$ cat config.mk
export PLATFORM = sky130hd
export DESIGN_NAME = link_card
export DESIGN_NICKNAME = d
export VERILOG_FILES = /design/src/rtl/link_card_pkg.sv /design/src/rtl/link_host_decode.sv /design/src/rtl/link_strobe_fsm.sv /design/src/rtl/link_reply_capture.sv /design/src/rtl/link_card.sv
export SDC_FILE = /design/constraint.sdc
export NUM_CORES = 1
export LEC_CHECK = 0
export ABC_AREA = 0
export CAP_MARGIN = 20
export CORE_MARGIN = 2
export CORE_UTILIZATION = 43
export DETAILED_ROUTE_END_ITERATION = 8
export PLACE_DENSITY = 0.89
export SYNTH_ARGS = -nofsm -noshare
export SYNTH_HDL_FRONTEND = slang
export SYNTH_HIERARCHICAL = 1
export SYNTH_SLANG_ARGS = --single-unit
$ cat constraint.sdc
create_clock -name clk -period 3.1 [get_ports clk]
set_input_delay 0.62 -clock clk [delete_from_list [all_inputs] [get_ports clk]]
set_output_delay 0.62 -clock clk [all_outputs]
set_load 0.1 [all_outputs]
$ cat src/rtl/link_card_pkg.sv
package link_card_pkg;

    typedef enum logic [1:0] {
        LS_IDLE  = 2'd0,
        LS_DRIVE = 2'd1,
        LS_ACK   = 2'd2
    } link_state_t;

    localparam int unsigned DATA_PORT_OFS   = 0;
    localparam int unsigned STATUS_PORT_OFS = 2;
    localparam int unsigned ST_NOREPLY_BIT  = 0;
    localparam int unsigned ST_STROBE_BIT   = 1;

endpackage

$ cat src/rtl/link_host_decode.sv
module link_host_decode
    import link_card_pkg::*;
#(
    parameter int unsigned ADDR_W    = 10,
    parameter int unsigned DATA_W    = 8,
    parameter logic [ADDR_W-1:0] BASE_ADDR = 10'h330
) (
    input  logic [ADDR_W-1:0] bus_addr,
    input  logic              bus_wr,
    input  logic              bus_rd,
    input  logic [DATA_W-1:0] reply_q,
    input  logic              reply_avail,
    input  logic              stb,
    output logic              data_wr,
    output logic              data_rd,
    output logic [DATA_W-1:0] bus_rdata
);

    localparam logic [ADDR_W-1:0] DATA_ADDR   = BASE_ADDR + ADDR_W'(DATA_PORT_OFS);
    localparam logic [ADDR_W-1:0] STATUS_ADDR = BASE_ADDR + ADDR_W'(STATUS_PORT_OFS);

    logic hit_data;
    logic hit_status;
    logic [DATA_W-1:0] status_word;

    assign hit_data   = (bus_addr == DATA_ADDR);
    assign hit_status = (bus_addr == STATUS_ADDR);
    assign data_wr    = bus_wr & hit_data;
    assign data_rd    = bus_rd & hit_data;

    always_comb begin
        status_word = '0;
        status_word[ST_NOREPLY_BIT] = ~reply_avail;
        status_word[ST_STROBE_BIT]  = stb;
    end

    always_comb begin
        bus_rdata = '0;
        if (bus_rd) begin
            if (hit_data) begin
                bus_rdata = reply_q;
            end else if (hit_status) begin
                bus_rdata = status_word;
            end
        end
    end

endmodule

$ cat src/rtl/link_strobe_fsm.sv
module link_strobe_fsm
    import link_card_pkg::*;
#(
    parameter int unsigned DATA_W = 8
) (
    input  logic              clk,
    input  logic              rst_n,
    input  logic              data_wr,
    input  logic [DATA_W-1:0] wdata,
    input  logic              ack,
    output logic              stb,
    output logic              oe,
    output logic [DATA_W-1:0] dout
);

    link_state_t state_q, state_n;
    logic        pend_q, pend_n;
    logic [DATA_W-1:0] out_latch_q;

    // Next-state logic
    always_comb begin
        state_n = state_q;
        pend_n  = 1'b0;
        unique case (state_q)
            LS_IDLE: begin
                if (ack) begin
                    state_n = LS_ACK;
                    pend_n  = data_wr;
                end else if (data_wr) begin
                    state_n = LS_DRIVE;
                end
            end
            LS_DRIVE: begin
                if (ack) begin
                    state_n = LS_ACK;
                    pend_n  = data_wr;
                end
            end
            LS_ACK: begin
                if (ack) begin
                    state_n = LS_ACK;
                    pend_n  = pend_q | data_wr;
                end else if (pend_q | data_wr) begin
                    state_n = LS_DRIVE;
                end else begin
                    state_n = LS_IDLE;
                end
            end
            default: begin
                state_n = LS_IDLE;
            end
        endcase
    end

    // State register
    always_ff @(posedge clk) begin
        if (!rst_n) begin
            state_q <= LS_IDLE;
            pend_q  <= 1'b0;
        end else begin
            state_q <= state_n;
            pend_q  <= pend_n;
        end
    end

    // Outgoing latch
    always_ff @(posedge clk) begin
        if (!rst_n) begin
            out_latch_q <= '0;
        end else if (data_wr) begin
            out_latch_q <= wdata;
        end
    end

    // Outputs
    always_comb begin
        stb  = 1'b0;
        oe   = 1'b0;
        dout = '0;
        unique case (state_q)
            LS_DRIVE: begin
                stb  = 1'b1;
                oe   = 1'b1;
                dout = out_latch_q;
            end
            LS_IDLE, LS_ACK: begin
                stb = 1'b0;
            end
            default: begin
                stb = 1'b0;
            end
        endcase
    end

endmodule

$ cat src/rtl/link_reply_capture.sv
module link_reply_capture #(
    parameter int unsigned DATA_W = 8
) (
    input  logic              clk,
    input  logic              rst_n,
    input  logic              ack,
    input  logic [DATA_W-1:0] din,
    input  logic              data_rd,
    output logic [DATA_W-1:0] reply_q,
    output logic              reply_avail
);

    logic ack_q;
    logic ack_end;

    assign ack_end = ack_q & ~ack;

    always_ff @(posedge clk) begin
        if (!rst_n) begin
            ack_q <= 1'b0;
        end else begin
            ack_q <= ack;
        end
    end

    always_ff @(posedge clk) begin
        if (!rst_n) begin
            reply_q <= '0;
        end else if (ack) begin
            reply_q <= din;
        end
    end

    always_ff @(posedge clk) begin
        if (!rst_n) begin
            reply_avail <= 1'b0;
        end else if (ack_end) begin
            reply_avail <= 1'b1;
        end else if (data_rd) begin
            reply_avail <= 1'b0;
        end
    end

endmodule

$ cat src/rtl/link_card.sv
module link_card
    import link_card_pkg::*;
#(
    parameter int unsigned ADDR_W    = 10,
    parameter int unsigned DATA_W    = 8,
    parameter logic [ADDR_W-1:0] BASE_ADDR = 10'h330
) (
    input  logic              clk,
    input  logic              rst_n,
    input  logic [ADDR_W-1:0] bus_addr,
    input  logic              bus_wr,
    input  logic              bus_rd,
    input  logic [DATA_W-1:0] bus_wdata,
    output logic [DATA_W-1:0] bus_rdata,
    output logic [DATA_W-1:0] link_dout,
    output logic              link_oe,
    input  logic [DATA_W-1:0] link_din,
    output logic              link_stb,
    input  logic              link_ack
);

    logic data_wr;
    logic data_rd;
    logic [DATA_W-1:0] reply_q;
    logic reply_avail;

    link_host_decode #(
        .ADDR_W    (ADDR_W),
        .DATA_W    (DATA_W),
        .BASE_ADDR (BASE_ADDR)
    ) u_decode (
        .bus_addr    (bus_addr),
        .bus_wr      (bus_wr),
        .bus_rd      (bus_rd),
        .reply_q     (reply_q),
        .reply_avail (reply_avail),
        .stb         (link_stb),
        .data_wr     (data_wr),
        .data_rd     (data_rd),
        .bus_rdata   (bus_rdata)
    );

    link_strobe_fsm #(
        .DATA_W (DATA_W)
    ) u_fsm (
        .clk     (clk),
        .rst_n   (rst_n),
        .data_wr (data_wr),
        .wdata   (bus_wdata),
        .ack     (link_ack),
        .stb     (link_stb),
        .oe      (link_oe),
        .dout    (link_dout)
    );

    link_reply_capture #(
        .DATA_W (DATA_W)
    ) u_reply (
        .clk         (clk),
        .rst_n       (rst_n),
        .ack         (link_ack),
        .din         (link_din),
        .data_rd     (data_rd),
        .reply_q     (reply_q),
        .reply_avail (reply_avail)
    );

endmodule

# Word-level counts from Yosys, hierarchy flattened
# Cells that the tools add are included.
[word_totals]
register_bits = 21
input_bits = 31
elab_cells = 38
[op_classes]
n_eq_ne = 6
muxes = 16
n_bitwise = 6
n_reduce_logical = 4
[op_table]
columns = ["operator", "n"]
rows = [
  ["8-bit 2-to-1 mux", 3],
  ["10-bit == test (second input constant)", 2],
  ["2-bit 2-to-1 mux", 5],
  ["1-bit 2-to-1 mux", 6],
  ["2-bit one-hot mux with 3 select lines", 1],
  ["1-bit AND", 3],
  ["3-bit by 2-bit inequality test with 1-bit output (second input constant)", 1],
  ["2-bit by 1-bit == test with 1-bit output (second input constant)", 1],
  ["2-bit == test (second input constant)", 1],
  ["2-bit zero test", 1],
  ["2-bit inequality test (second input constant)", 1],
  ["1-bit NOT", 2],
  ["1-bit one-hot mux with 2 select lines", 1],
  ["2-bit AND reduction", 1],
  ["2-bit nonzero test", 1],
  ["2-bit OR reduction", 1],
  ["1-bit bitwise OR", 1],
]

# Longest topological paths before layout
# Gate-level depths: netlist of run 1.
[depth]
word_depth = 6
depth_mapped = 6
ltp_nobuf = 4

# Modules after synthesis
# Netlist of run 1, hierarchy kept.
[by_module_without_submodules]
columns = ["module", "instances", "cells_each", "area_per_inst_um2", "seq_area_each_um2"]
rows = [
  ["link_strobe_fsm", 1, 46, 462.9, 220.2],
  ["link_reply_capture", 1, 31, 369.1, 200.2],
  ["link_host_decode", 1, 28, 210.2, 0.0],
]

# Worst setup path before layout of run 1
# OpenSTA, ideal clock, no wires.
[synth_timing]
kind = "register to output"
startpoint = "reg u_fsm.state_q[0]"
endpoint = "out bus_rdata[1]"
t_arrival_ns = 4.068
path_slack_ns = -1.588
path_stages_with_launch = 6
path_buffers = 2
path_cell_list = "dfxtp_1 -> nor2b_2 -> buf_6 -> buf_4 -> mux2i_1 -> nor4_1"
[synth_via]
elab_chain_cells = 5
[synth_lines]
columns = ["item", "line", "source"]
rows = [
  ["start: declaration", "link_strobe_fsm.sv:16", "link_state_t state_q, state_n;"],
  ["start signal: assignment", "link_strobe_fsm.sv:61", "state_q <= state_n;"],
  ["2-bit by 1-bit == test with 1-bit output", "n/a", ""],
  ["1-bit 2-to-1 mux", "n/a", ""],
  ["net link_oe", "link_card.sv:16", "output logic link_oe,"],
  ["2-bit 2-to-1 mux", "link_host_decode.sv:42", "end else if (hit_status) begin"],
  ["8-bit 2-to-1 mux", "link_host_decode.sv:40", "if (hit_data) begin"],
  ["8-bit 2-to-1 mux", "link_host_decode.sv:39", "if (bus_rd) begin"],
  ["end: declaration", "link_card.sv:14", "output logic [DATA_W-1:0] bus_rdata,"],
]
# The timed path passes the listed nets, and every way through them passes these cells.

# Worst setup path in the final report of run 1
[layout_timing]
startpoint = "in bus_rd"
endpoint = "out bus_rdata[0]"
[layout_via]
elab_chain_cells = 1
[layout_lines]
columns = ["item", "line", "source"]
rows = [
  ["start: declaration", "link_card.sv:12", "input logic bus_rd,"],
  ["8-bit 2-to-1 mux", "link_host_decode.sv:39", ""],
]
# Every way passes these cells.

==> flow_metrics.tcl, run 1 <==
set metrics [dict create \
    htree_num_levels 1 \
    cp_cell_sequence "clkdlybuf4s50_1 -> or3b_1 -> a2111oi_4 -> buf_12" \
    ctsHoldBuffers 0 \
    drt_pre_antenna_iters 4 \
    ys_types 24 \
    gr-total-overflow 0 \
    fin_crit_sh_pct 89.0 \
    die_area_um2 2830 \
    synthToLayoutAreaGrowth_pct 60.4 \
    clk_latency_ns 0.30 \
    synth-async-reset-ratio_pct 0 \
    grt_start_max_net_pins 13 \
    slowest_stage "clkdlybuf4s50_1" \
    fillers 166 \
    yosysTopAreaCell "dfxtp_1" \
    cts_made_buffers 3 \
    fin_cells 182 \
    cts_tree "built" \
    final_max_slew_viol_count 0 \
    yosys_warnings 6 \
    drc 0 \
    cts.sinks 21 \
    max_slew_margin_pct 57.9 \
    dr_total_vias 937 \
    utilization_pct 74.1 \
    ant_nets 0 \
    power_density_nw_per_um2 297 \
    hold_ws_ns 0.491 \
    die_x_um 53.2 \
    tightest_slew_ns 0.629 \
    syn_nets 136 \
    crit_arrival_ns 2.14 \
    crit_buf_inv 2 \
    status "complete, no violations" \
    clk_pin_slew_ns 0.12 \
    fin_crit_ns 2.76 \
    synth_area_leaders "dfxtp_1 (40%), mux2i_1 (16%), nor4_1 (5.4%)" \
    finClkSkew_ns 0.000932 \
    core.rowCount 17 \
    slowest_delay_ns 0.47 \
    start_util_pct 46.2 \
    grt_pass1_wl_um 4110 \
    synth_top_area_share_pct 40.3 \
    numPortBuffers 48 \
    ys_seq_area_share_pct 40.3 \
    multiInputGateArea_um2 619 \
    crit_family "buffers and inverters" \
    cp_max_fo 2 \
    rsz0062_at_grt "false" \
    critical_path_depth 4 \
    finalWirelength_um 2580 \
    cp-start-kind "input pin" \
    drt_iter0_drc 5 \
    routed_via_density 5.15 \
    min_path_cells 2 \
    critPathCaptureType "primary output" \
    first_global_vias 911 \
    die_h_um 53.2 \
    rrSetupSlack_ns 2.19 \
    hold_viol 0 \
    wl_per_cell_um 14.2 \
    synth-edff-count 0 \
    drv_cap 0 \
    avgSynthCellArea_um2 9.93 \
    setup_violations 0 \
    post-cts-setup-buffers 0 \
    yosysMostFrequentCell "dfxtp_1" \
    final_layout_size_suffix_gt1_share_pct 25.3 \
    gp_congestion 0.682 \
    syn-cell-area_um2 1040 \
    synth-seq-cells 21 \
    hold_path.class "flip-flop to flip-flop" \
    antenna_cells 0 \
    ys.flop_type "dfxtp_1" \
    synthTopCellsByCount "dfxtp_1 (21), mux2i_1 (17), nor4_1 (9)" \
    cp_data_required_time_ns 2.48 \
    coreArea_um2 2250 \
    grt_use_total_pct 20.0 \
    fmax_mhz 363 \
    p_leak_nw 0.606 \
    cts_root_buffer "clkbuf_4" \
    dp_hpwl_um 1970 \
    irDropWorstVdd_mv 0.237 \
    r2r_cells 2 \
    synth_cells 105 \
    io_pins 49 \
    seq_area_um2 420 \
    layout.nets 186 \
    worstSetupPathType "input pin to primary output" \
    cts_repair_resize_count 0 \
    place_inst 178 \
    clock_path_buffers 2 \
    antenna_found_initial 0 \
]
[tightest hold or removal path, cell delays in order, from the launching register on]
cell	delay (ns)
dfxtp_1	0.33
nand2b_1	0.06
a21boi_1	0.06
[metal layers]
metal	part of all wire, %	track usage [%]	up-vias	routed length (um)
li1	-	-	468	-
met1	44	23.9	431	1140
met2	48	35.8	38	1240
met3	7.7	4.80	0	198
met4	0	3.85	0	0
met5	0	0	-	0
[sequential cells by signal, summed over array words and instances, names as in the netlist]
register / cells
u_fsm/out_latch_q: 8
u_fsm/pend_q: 1
u_fsm/state_q: 2
u_reply/ack_q: 1
u_reply/reply_avail: 1
u_reply/reply_q: 8
[report_power, final]
group / switching, mW / total, mW / leakage [nW] / internal (mW)
Combinational: 0.0304 / 0.0808 / 0.417 / 0.0504
Clock: 0.0841 / 0.132 / 0.0177 / 0.0480
Sequential: 0.00517 / 0.283 / 0.171 / 0.278
[layout by cell type (no fill, tap or decap), drive strengths merged]
master and n:
a2111oi 2, a211oi 2, a21boi 1, a21oi 2, and2 9, buf 22
clkbuf 3, clkdlybuf4s50 30, clkinv 1, dfxtp 21, inv 1, mux2i 17
nand2 1, nand2b 5, nand3b 7, nand4bb 1, nor2 8, nor2b 9
nor4 9, or2 1, or2b 1, or3b 1
[cell families after synthesis]
logic type	count (synthesis)	synth area share, %
AO/OA/AOI/OAI	7	7.20
buffers and inverters	8	5.04
flip-flops	21	40.3
multiplexers	17	16.3
AND/OR/NAND/NOR	52	31.1
[through the flow]
| step | worst slack [ns] | TNS, ns | instance area [um2] | power (mW) |
|---|---|---|---|---|
| 6_report | 0.342 | 0 | 1670 | 0.496 |
| 5_1_grt | 0.283 | 0 | 1670 | 0.520 |
| 4_1_cts | 0.339 | 0 | 1670 | 0.498 |
| 3_5_place_dp | 0.339 | 0 | 1640 | 0.370 |
| 3_3_place_gp | 0.356 | 0 | 1640 | 0.366 |
| 2_1_floorplan | -0.416 | -2.72 | 1090 | 0.321 |
[layout make-up]
| type | count | area share [%] |
|---|---|---|
| Timing Repair Buffer | 52 | 33.8 |
| Multi-Input combinational cell | 76 | 37.1 |
| Clock inverter | 1 | 0.299 |
| Inverter | 1 | 0.225 |
| Clock buffer | 3 | 1.35 |
| Tap cell | 28 | 2.10 |
| Sequential cell | 21 | 25.1 |
[final timing paths]
check                      startpoint             endpoint
setup / recovery               bus_rd         bus_rdata[0]
setup reg to reg     u_fsm/state_q[1]     u_fsm/state_q[0]
hold / removal    u_reply/reply_avail  u_reply/reply_avail
hold reg to reg   u_reply/reply_avail  u_reply/reply_avail
(Power assumes the default switching activity.)
==> run 2: changes to the inputs <==
--- a/config.mk
+++ b/config.mk
@@ -6,8 +6,7 @@
 export NUM_CORES = 1
 export LEC_CHECK = 0
 export ABC_AREA = 0
-export CAP_MARGIN = 20
-export CORE_MARGIN = 2
+export CORE_MARGIN = 4
 export CORE_UTILIZATION = 43
 export DETAILED_ROUTE_END_ITERATION = 8
 export PLACE_DENSITY = 0.89
==> flow_metrics.tcl, run 2 (same netlist as run 1, synthesis figures left out) <==
set metrics [dict create \
    power_density_nw_per_um2 297 \
    core.rowCount 17 \
    grt_pass1_wl_um 4840 \
    die_area_um2 3280 \
    grt_util_met1_pct 20.8 \
    ant_nets 0 \
    cp_max_fo 2 \
    switchingPower_uw 120 \
    finalWirelength_um 2890 \
    ctsHoldBuffers 0 \
    grt.met2_usage_pct 34.6 \
    hold_ws_ns 0.486 \
    cts.sinks 21 \
    dp_hpwl_um 2300 \
    cts_root_buffer "clkbuf_4" \
    p_sw_share_pct 24.1 \
    final_cell_mix "clkdlybuf4s50_1 (30), dfxtp_1 (21), mux2i_1 (17)" \
    first_global_vias 1028 \
    dp_slack_ns 0.322 \
    start_util_pct 46.2 \
    io_pins 49 \
    p_clk_share_pct 26.5 \
    cts_made_buffers 3 \
    worstSetupPathType "input pin to primary output" \
    place_inst 178 \
    antenna_found_initial 0 \
    numPortBuffers 48 \
    drc 0 \
    dpl_cell_area_um2 1640 \
    rsz0062_at_grt "false" \
    die_h_um 57.2 \
    final_layout_size_suffix_gt1_share_pct 25.3 \
    reg.largest.list "u_fsm/out_latch_q (8), u_reply/reply_q (8), u_fsm/state_q (2)" \
    met3_usage_pct 6.56 \
    fmax_mhz 359 \
    drv_cap 0 \
    critPathCaptureType "primary output" \
    p_comb_share_pct 16.4 \
    crit_arrival_ns 2.17 \
    gr-total-overflow 0 \
    cp-start-kind "input pin" \
    finClkSkew_ns 0.000148 \
    dr_total_vias 931 \
    setup_ws_ns 0.312 \
    gp_congestion 0.769 \
    final_cell_area_um2 1670 \
    cp_data_required_time_ns 2.48 \
    p_leak_nw 0.606 \
    drt_pre_antenna_iters 4 \
    post-cts-setup-buffers 0 \
    drt_iter0_drc 20 \
    htree_num_levels 1 \
    synthToLayoutAreaGrowth_pct 60.4 \
    clk_latency_ns 0.31 \
    status "complete, no violations" \
    final_common_cell "clkdlybuf4s50_1" \
    fin_crit_ns 2.79 \
    fin_cells 182 \
    pwr-share-seq_pct 57.1 \
    die_x_um 57.2 \
    grt_start_max_net_pins 13 \
    tightest_slew_ns 0.652 \
    irDropWorstVdd_mv 0.250 \
    cts_tree "built" \
    grt_busiest_layer "met2" \
    clk_pin_slew_ns 0.11 \
    cts_repair_resize_count 0 \
    max_slew_margin_pct 56.4 \
    final_max_slew_viol_count 0 \
    routed_via_density 5.12 \
    setup_violations 0 \
    hold_path.class "flip-flop to flip-flop" \
    hold_viol 0 \
    clock_path_buffers 2 \
    coreArea_um2 2250 \
    intPower_uw 377 \
    grt_use_total_pct 19.1 \
    wl_per_cell_um 15.9 \
    layout.nets 186 \
    antenna_cells 0 \
    fin_crit_sh_pct 89.9 \
]
-- run 2: per-layer routing --
metal | vias up | share of wire, %
met4 | 0 | 0.97
met3 | 3 | 8.0
met2 | 37 | 51
li1 | 466 | -
met1 | 425 | 40
met5 | - | 0
-- run 2: path summary, 6_finish.rpt --
| kind | start | endpoint | slack [ns] | cells after the start |
|---|---|---|---|---|
| max reg2reg | u_fsm/state_q[1] | u_fsm/state_q[0] | 2.17 | 2 |
| max | bus_rd | bus_rdata[0] | 0.31 | 4 |
| min | u_reply/reply_avail | u_reply/reply_avail | 0.49 | 2 |
| min reg2reg | u_reply/reply_avail | u_reply/reply_avail | 0.49 | 2 |
-- run 2: power groups by stage --
stage	clock [mW]	sequential [mW]	combinational [mW]
floorplan	0	0.288	0.0330
detailed placement	0	0.290	0.0817
CTS	0.138	0.283	0.0822
global placement	0	0.289	0.0775
finish	0.132	0.283	0.0813
global route	0.155	0.285	0.0877
-- run 2: final cells by class --
class                           count  area, um2
Tap cell                           28       35.0
Fill cell                         170        583
Timing Repair Buffer               52        566
Inverter                            1       3.75
Sequential cell                    21        420
Clock inverter                      1       5.00
Multi-Input combinational cell     76        619
Clock buffer                        3       22.5
-- run 2: stage by stage --
step	util [%]	setup TNS (ns)	power, mW
after floorplan	-	-2.72	0.321
after global placement	72.9	0	0.366
after detailed placement	72.9	0	0.371
after CTS	74.1	0	0.504
after global routing	74.1	0	0.527
final	74.1	0	0.496
-- run 2: worst max-delay path, cell delays in order --
cell	delay, ns
clkdlybuf4s50_1	0.48
or3b_1	0.43
a2111oi_4	0.41
buf_12	0.22
